<file path="config.mk">
export PLATFORM = sky130hd
export DESIGN_NAME = addr_latch8
export DESIGN_NICKNAME = d
export VERILOG_FILES = /design/src/rtl/addr_latch8_pkg.sv /design/src/rtl/addr_latch8_ctrl.sv /design/src/rtl/addr_latch8_dec.sv /design/src/rtl/addr_latch8_cells.sv /design/src/rtl/addr_latch8.sv
export SDC_FILE = /design/constraint.sdc
export NUM_CORES = 1
export LEC_CHECK = 0
export CORE_AREA = 2 2 39 41
export DETAILED_ROUTE_END_ITERATION = 12
export DIE_AREA = 0 0 41 43
export PLACE_DENSITY = 0.77
export SYNTH_ARGS = -nofsm -noshare
export SYNTH_HDL_FRONTEND = slang
export SYNTH_SLANG_ARGS = --single-unit
</file>
<file path="constraint.sdc">
create_clock -name clk -period 1.4 [get_ports clk]
set_input_delay 0.28 -clock clk [delete_from_list [all_inputs] [get_ports clk]]
set_output_delay 0.28 -clock clk [all_outputs]
set_load 0.01 [all_outputs]
</file>
<file path="src/rtl/addr_latch8_pkg.sv">
package addr_latch8_pkg;

    typedef enum logic [1:0] {
        MODE_STEER = 2'b00,
        MODE_WRITE = 2'b01,
        MODE_CLEAR = 2'b10,
        MODE_HOLD  = 2'b11
    } lat_mode_e;

endpackage

</file>
<file path="src/rtl/addr_latch8_ctrl.sv">
module addr_latch8_ctrl
    import addr_latch8_pkg::*;
(
    input  logic      clk,
    input  logic      rst_n,
    input  logic      wr_en_n,
    input  logic      clr_n,
    output lat_mode_e mode_next,
    output lat_mode_e mode_q
);

    // Next-mode decode from the sampled control pair.
    always_comb begin
        unique case ({wr_en_n, clr_n})
            2'b00:   mode_next = MODE_STEER;
            2'b01:   mode_next = MODE_WRITE;
            2'b10:   mode_next = MODE_CLEAR;
            default: mode_next = MODE_HOLD;
        endcase
    end

    // State register: remembers the mode applied at the last edge.
    always_ff @(posedge clk or negedge rst_n) begin
        if (!rst_n) begin
            mode_q <= MODE_CLEAR;
        end else begin
            mode_q <= mode_next;
        end
    end

endmodule

</file>
<file path="src/rtl/addr_latch8_dec.sv">
module addr_latch8_dec #(
    parameter int NUM_CELLS = 8,
    localparam int ADDR_W   = $clog2(NUM_CELLS)
) (
    input  logic [ADDR_W-1:0]    sel,
    output logic [NUM_CELLS-1:0] hit
);

    for (genvar i = 0; i < NUM_CELLS; i++) begin : g_hit
        assign hit[i] = (sel == ADDR_W'(i));
    end

    always_comb begin
        a_hit_onehot_r7: assert ($isunknown(sel) || $onehot0(hit));
    end

endmodule

</file>
<file path="src/rtl/addr_latch8_cells.sv">
module addr_latch8_cells
    import addr_latch8_pkg::*;
#(
    parameter int NUM_CELLS = 8
) (
    input  logic                 clk,
    input  logic                 rst_n,
    input  lat_mode_e            mode,
    input  logic [NUM_CELLS-1:0] hit,
    input  logic                 din,
    output logic [NUM_CELLS-1:0] q
);

    for (genvar i = 0; i < NUM_CELLS; i++) begin : g_cell
        logic cell_q;

        always_ff @(posedge clk or negedge rst_n) begin
            if (!rst_n) begin
                cell_q <= 1'b0;
            end else begin
                unique case (mode)
                    MODE_STEER: cell_q <= hit[i] & din;
                    MODE_WRITE: cell_q <= hit[i] ? din : cell_q;
                    MODE_CLEAR: cell_q <= 1'b0;
                    MODE_HOLD:  cell_q <= cell_q;
                endcase
            end
        end

        assign q[i] = cell_q;
    end

endmodule

</file>
<file path="src/rtl/addr_latch8.sv">
module addr_latch8
    import addr_latch8_pkg::*;
#(
    parameter int NUM_CELLS = 8,
    localparam int ADDR_W   = $clog2(NUM_CELLS)
) (
    input  logic                 clk,
    input  logic                 rst_n,
    input  logic                 wr_en_n,
    input  logic                 clr_n,
    input  logic [ADDR_W-1:0]    sel,
    input  logic                 din,
    output logic [NUM_CELLS-1:0] q
);

    lat_mode_e            mode_next;
    lat_mode_e            mode_q;
    logic [NUM_CELLS-1:0] hit;

    addr_latch8_ctrl u_ctrl (
        .clk       (clk),
        .rst_n     (rst_n),
        .wr_en_n   (wr_en_n),
        .clr_n     (clr_n),
        .mode_next (mode_next),
        .mode_q    (mode_q)
    );

    addr_latch8_dec #(.NUM_CELLS(NUM_CELLS)) u_dec (
        .sel (sel),
        .hit (hit)
    );

    addr_latch8_cells #(.NUM_CELLS(NUM_CELLS)) u_cells (
        .clk   (clk),
        .rst_n (rst_n),
        .mode  (mode_next),
        .hit   (hit),
        .din   (din),
        .q     (q)
    );

    // steer leaves only the addressed bit, carrying the data.
    p_steer_r2: assert property (@(posedge clk) disable iff (!rst_n)
        (!wr_en_n && !clr_n) |=>
        (q == (NUM_CELLS'($past(din)) << $past(sel))));

    // hold mode keeps every bit.
    p_hold_r3: assert property (@(posedge clk) disable iff (!rst_n)
        (mode_q == MODE_HOLD) |-> $stable(q));

    // write mode loads the addressed bit.
    p_write_bit_r4: assert property (@(posedge clk) disable iff (!rst_n)
        (!wr_en_n && clr_n) |=> (q[$past(sel)] == $past(din)));

    // write mode changes at most one bit.
    p_write_others_r5: assert property (@(posedge clk) disable iff (!rst_n)
        (!wr_en_n && clr_n) |=> ($countones(q ^ $past(q)) <= 1));

    // the controller's clear state goes with an empty word.
    p_clear_r6: assert property (@(posedge clk) disable iff (!rst_n)
        (mode_q == MODE_CLEAR) |-> (q == '0));

endmodule

</file>
==> impl_metrics.toml <==
[timing]
finalMaxSlewViolations = 0
whs_ps = 309
final.setup.worst_slack_ps = 181
fin_crit_ps = 1220
clock-skew-final_ps = 0
fmax_ghz = 0.820
maxSlewHeadroom_pct = 74.9
hold_viol = 0
finalSetupViolations = 0
rsz0062_at_grt = "no"
tightest_slew_ps = 376
min_period_over_period_pct = 87.1

[yosys]
seq_area_frac_synth_pct = 42.8
syn_area_sq_um = 468
yosysTopAreaCellShare_pct = 42.8
yosys.area.top_type = "dfrtp_1"
ys_warn_count = 0
synth_common_cells = "buf_4, dfrtp_1, o21ai_1, o211ai_1, o311ai_1"
ys_ff_latch = 8
synth-edff-count = 0
netlist_instances = 46
async_flop_share_pct = 100
synth_area_leaders = "dfrtp_1, buf_4, o21ai_1"
ys.flop_type = "dfrtp_1"
synth.distinct_cells = 13
syn_avg_cell_area_sq_um = 10.2
syn_nets = 56

[critical_path]
required_ps = 1530
path_cells = "clkdlybuf4s50_1 > nand2b_1 > o211ai_1 > o21ai_1"
criticalPathCategory = "in2reg"
critPathBufInv = 1
crit_arrival_ps = 1350
cp-end-kind = "register"
crit_family = "buffers and inverters"
startpoint_type = "primary input"
worst_path_largest_cell_delay_ps = 620
cp_slowest_cell = "clkdlybuf4s50_1"
cp_max_fo = 7

[place]
place_area_sq_um = 619
dpl.hpwl_um = 768
gp_congestion = 0.791
portBuffers = 15
dp_slack_ps = -348

[clock_network]
cts-buffers-inserted = 3
cts_tree = "done"
cts.sinks = 8
clk_path_buf_depth = 2
postCtsSetupBuffers = 0
cts_hold_buffers = 0
root_buffer = "clkbuf_4"
insertion_delay_ps = 250
clkSlewWorstSetupHoldPaths_ps = 50
htree_levels = 1

[floorplanning]
start_util_pct = 33.8
die_x_um = 41
dieArea_sq_um = 1760
core_area_sq_um = 1380
row_count = 14
die_h_um = 43
top_level_ports = 16

[route]
ant_nets = 0
drcViolationCount = 0
drt_iter0_drc = 3
via_per_inst = 5.22
routedWlPerCell_um = 12.8
dr.pass1.iters = 4
num_vias = 407
wl_um = 1000

[finish]
drive_gt1_share_pct = 29.0
synthToLayoutAreaGrowth_pct = 45.5
regMostFlops = "u_cells.g_cell.cell_q"
largest_reg_flops = 8
top_regs = "u_cells.g_cell.cell_q (8)"
nets = 74
postLayoutCoreUtil_pct = 49.2
fin_area_sq_um = 681
n_antenna_cell = 0

[global_route]
grt_max_degree = 9
track_usage_pct = 13.6
grt_overflow = 0
antenna_found_initial = 0
grt_pass1_vias = 357
grt_pass1_wl_um = 1520

[power_and_ir_drop]
p_leak_uw = 0.000332
pwr_density_cell_nw_per_um2 = 789
ir_drop_uv = 306

[outcome]
status = "completed"

[worst_hold_path]
hp-class = "in2async"

[job]
drv_cap = 0
## final cells by class
cell class / count / area, sq um
clock buffer: 3 / 22.5
fill: 136 / 703
sequential: 8 / 200
inverter: 3 / 11.3
timing repair buffer: 22 / 198
multi-input combinational: 26 / 229
tap: 16 / 20.0
## kinds of logic (layout without fill, tap and decap cells)
| kind of cell | Yosys count | after routing | synth area share [%] |
|---|---|---|---|
| AOI/OAI and AO/OA | 18 | 18 | 26.2 |
| adders and majority gates | 2 | 2 | 5.35 |
| buffers and inverters | 12 | 28 | 17.6 |
| DFF | 8 | 8 | 42.8 |
| and+or+nand+nor | 6 | 6 | 8.02 |
## power by group
| group | switching, uW | internal (uW) | total (uW) |
|---|---|---|---|
| combinational | 56.1 | 60.4 | 116 |
| clock | 78.3 | 98.1 | 176 |
| sequential | 4.08 | 240 | 244 |
| total | 139 | 398 | 537 |
## layout by cell type (no fill, tap or decap)
cell	n
inv_2	1
ha_4	2
dlymetal6s2s_1	2
o21ai_2	1
nand2_1	1
inv_1	2
dlygate4sd2_1	8
o311ai_1	4
or2_4	2
clkbuf_4	3
o2111ai_2	2
nand2b_1	3
clkdlybuf4s50_1	5
buf_4	7
o211ai_1	4
dfrtp_1	8
o21ai_1	7
## layer usage
| layer | vias to the layer above | routed length (um) | global-route usage, % |
|---|---|---|---|
| met5 | - | 0 | 0 |
| met4 | 0 | 26 | 10.0 |
| met3 | 3 | 61 | 6.28 |
| met2 | 15 | 465 | 18.1 |
| met1 | 191 | 447 | 16.3 |
| li1 | 198 | - | - |
## stage by stage
step | instances | setup TNS, ps | power, uW
6_report | 78 | 0 | 537
5_1_grt | 78 | 0 | 575
4_1_cts | 78 | 0 | 535
3_5_place_dp | 75 | -2420 | 355
3_3_place_gp | 75 | -2130 | 351
2_1_floorplan | 46 | 0 | 301
## final timing paths
path / startpoint / end / slack [ps] / depth (start not counted)
max in group asynchronous: rst_n / u_cells.g_cell[5].cell_q$_DFFE_PN0P_ / 820 / 1
min in group clk: u_cells.g_cell[2].cell_q$_DFFE_PN0P_ / u_cells.g_cell[2].cell_q$_DFFE_PN0P_ / 530 / 2
worst max register to register: u_cells.g_cell[1].cell_q$_DFFE_PN0P_ / u_cells.g_cell[1].cell_q$_DFFE_PN0P_ / 720 / 2
worst max-delay path: sel[1] / u_cells.g_cell[7].cell_q$_DFFE_PN0P_ / 180 / 4
worst min register to register: u_cells.g_cell[2].cell_q$_DFFE_PN0P_ / u_cells.g_cell[2].cell_q$_DFFE_PN0P_ / 530 / 2
worst min-delay path: rst_n / u_cells.g_cell[4].cell_q$_DFFE_PN0P_ / 310 / 1
## timing repair
item | in CTS | in global routing
setup endpoints to repair | 15 | 5
endpoints found under the hold margin | 0 | 0
pin swaps | 1 | 1
gates resized for setup | 12 | 6
Note: power is estimated with default switching activity, not from simulation.
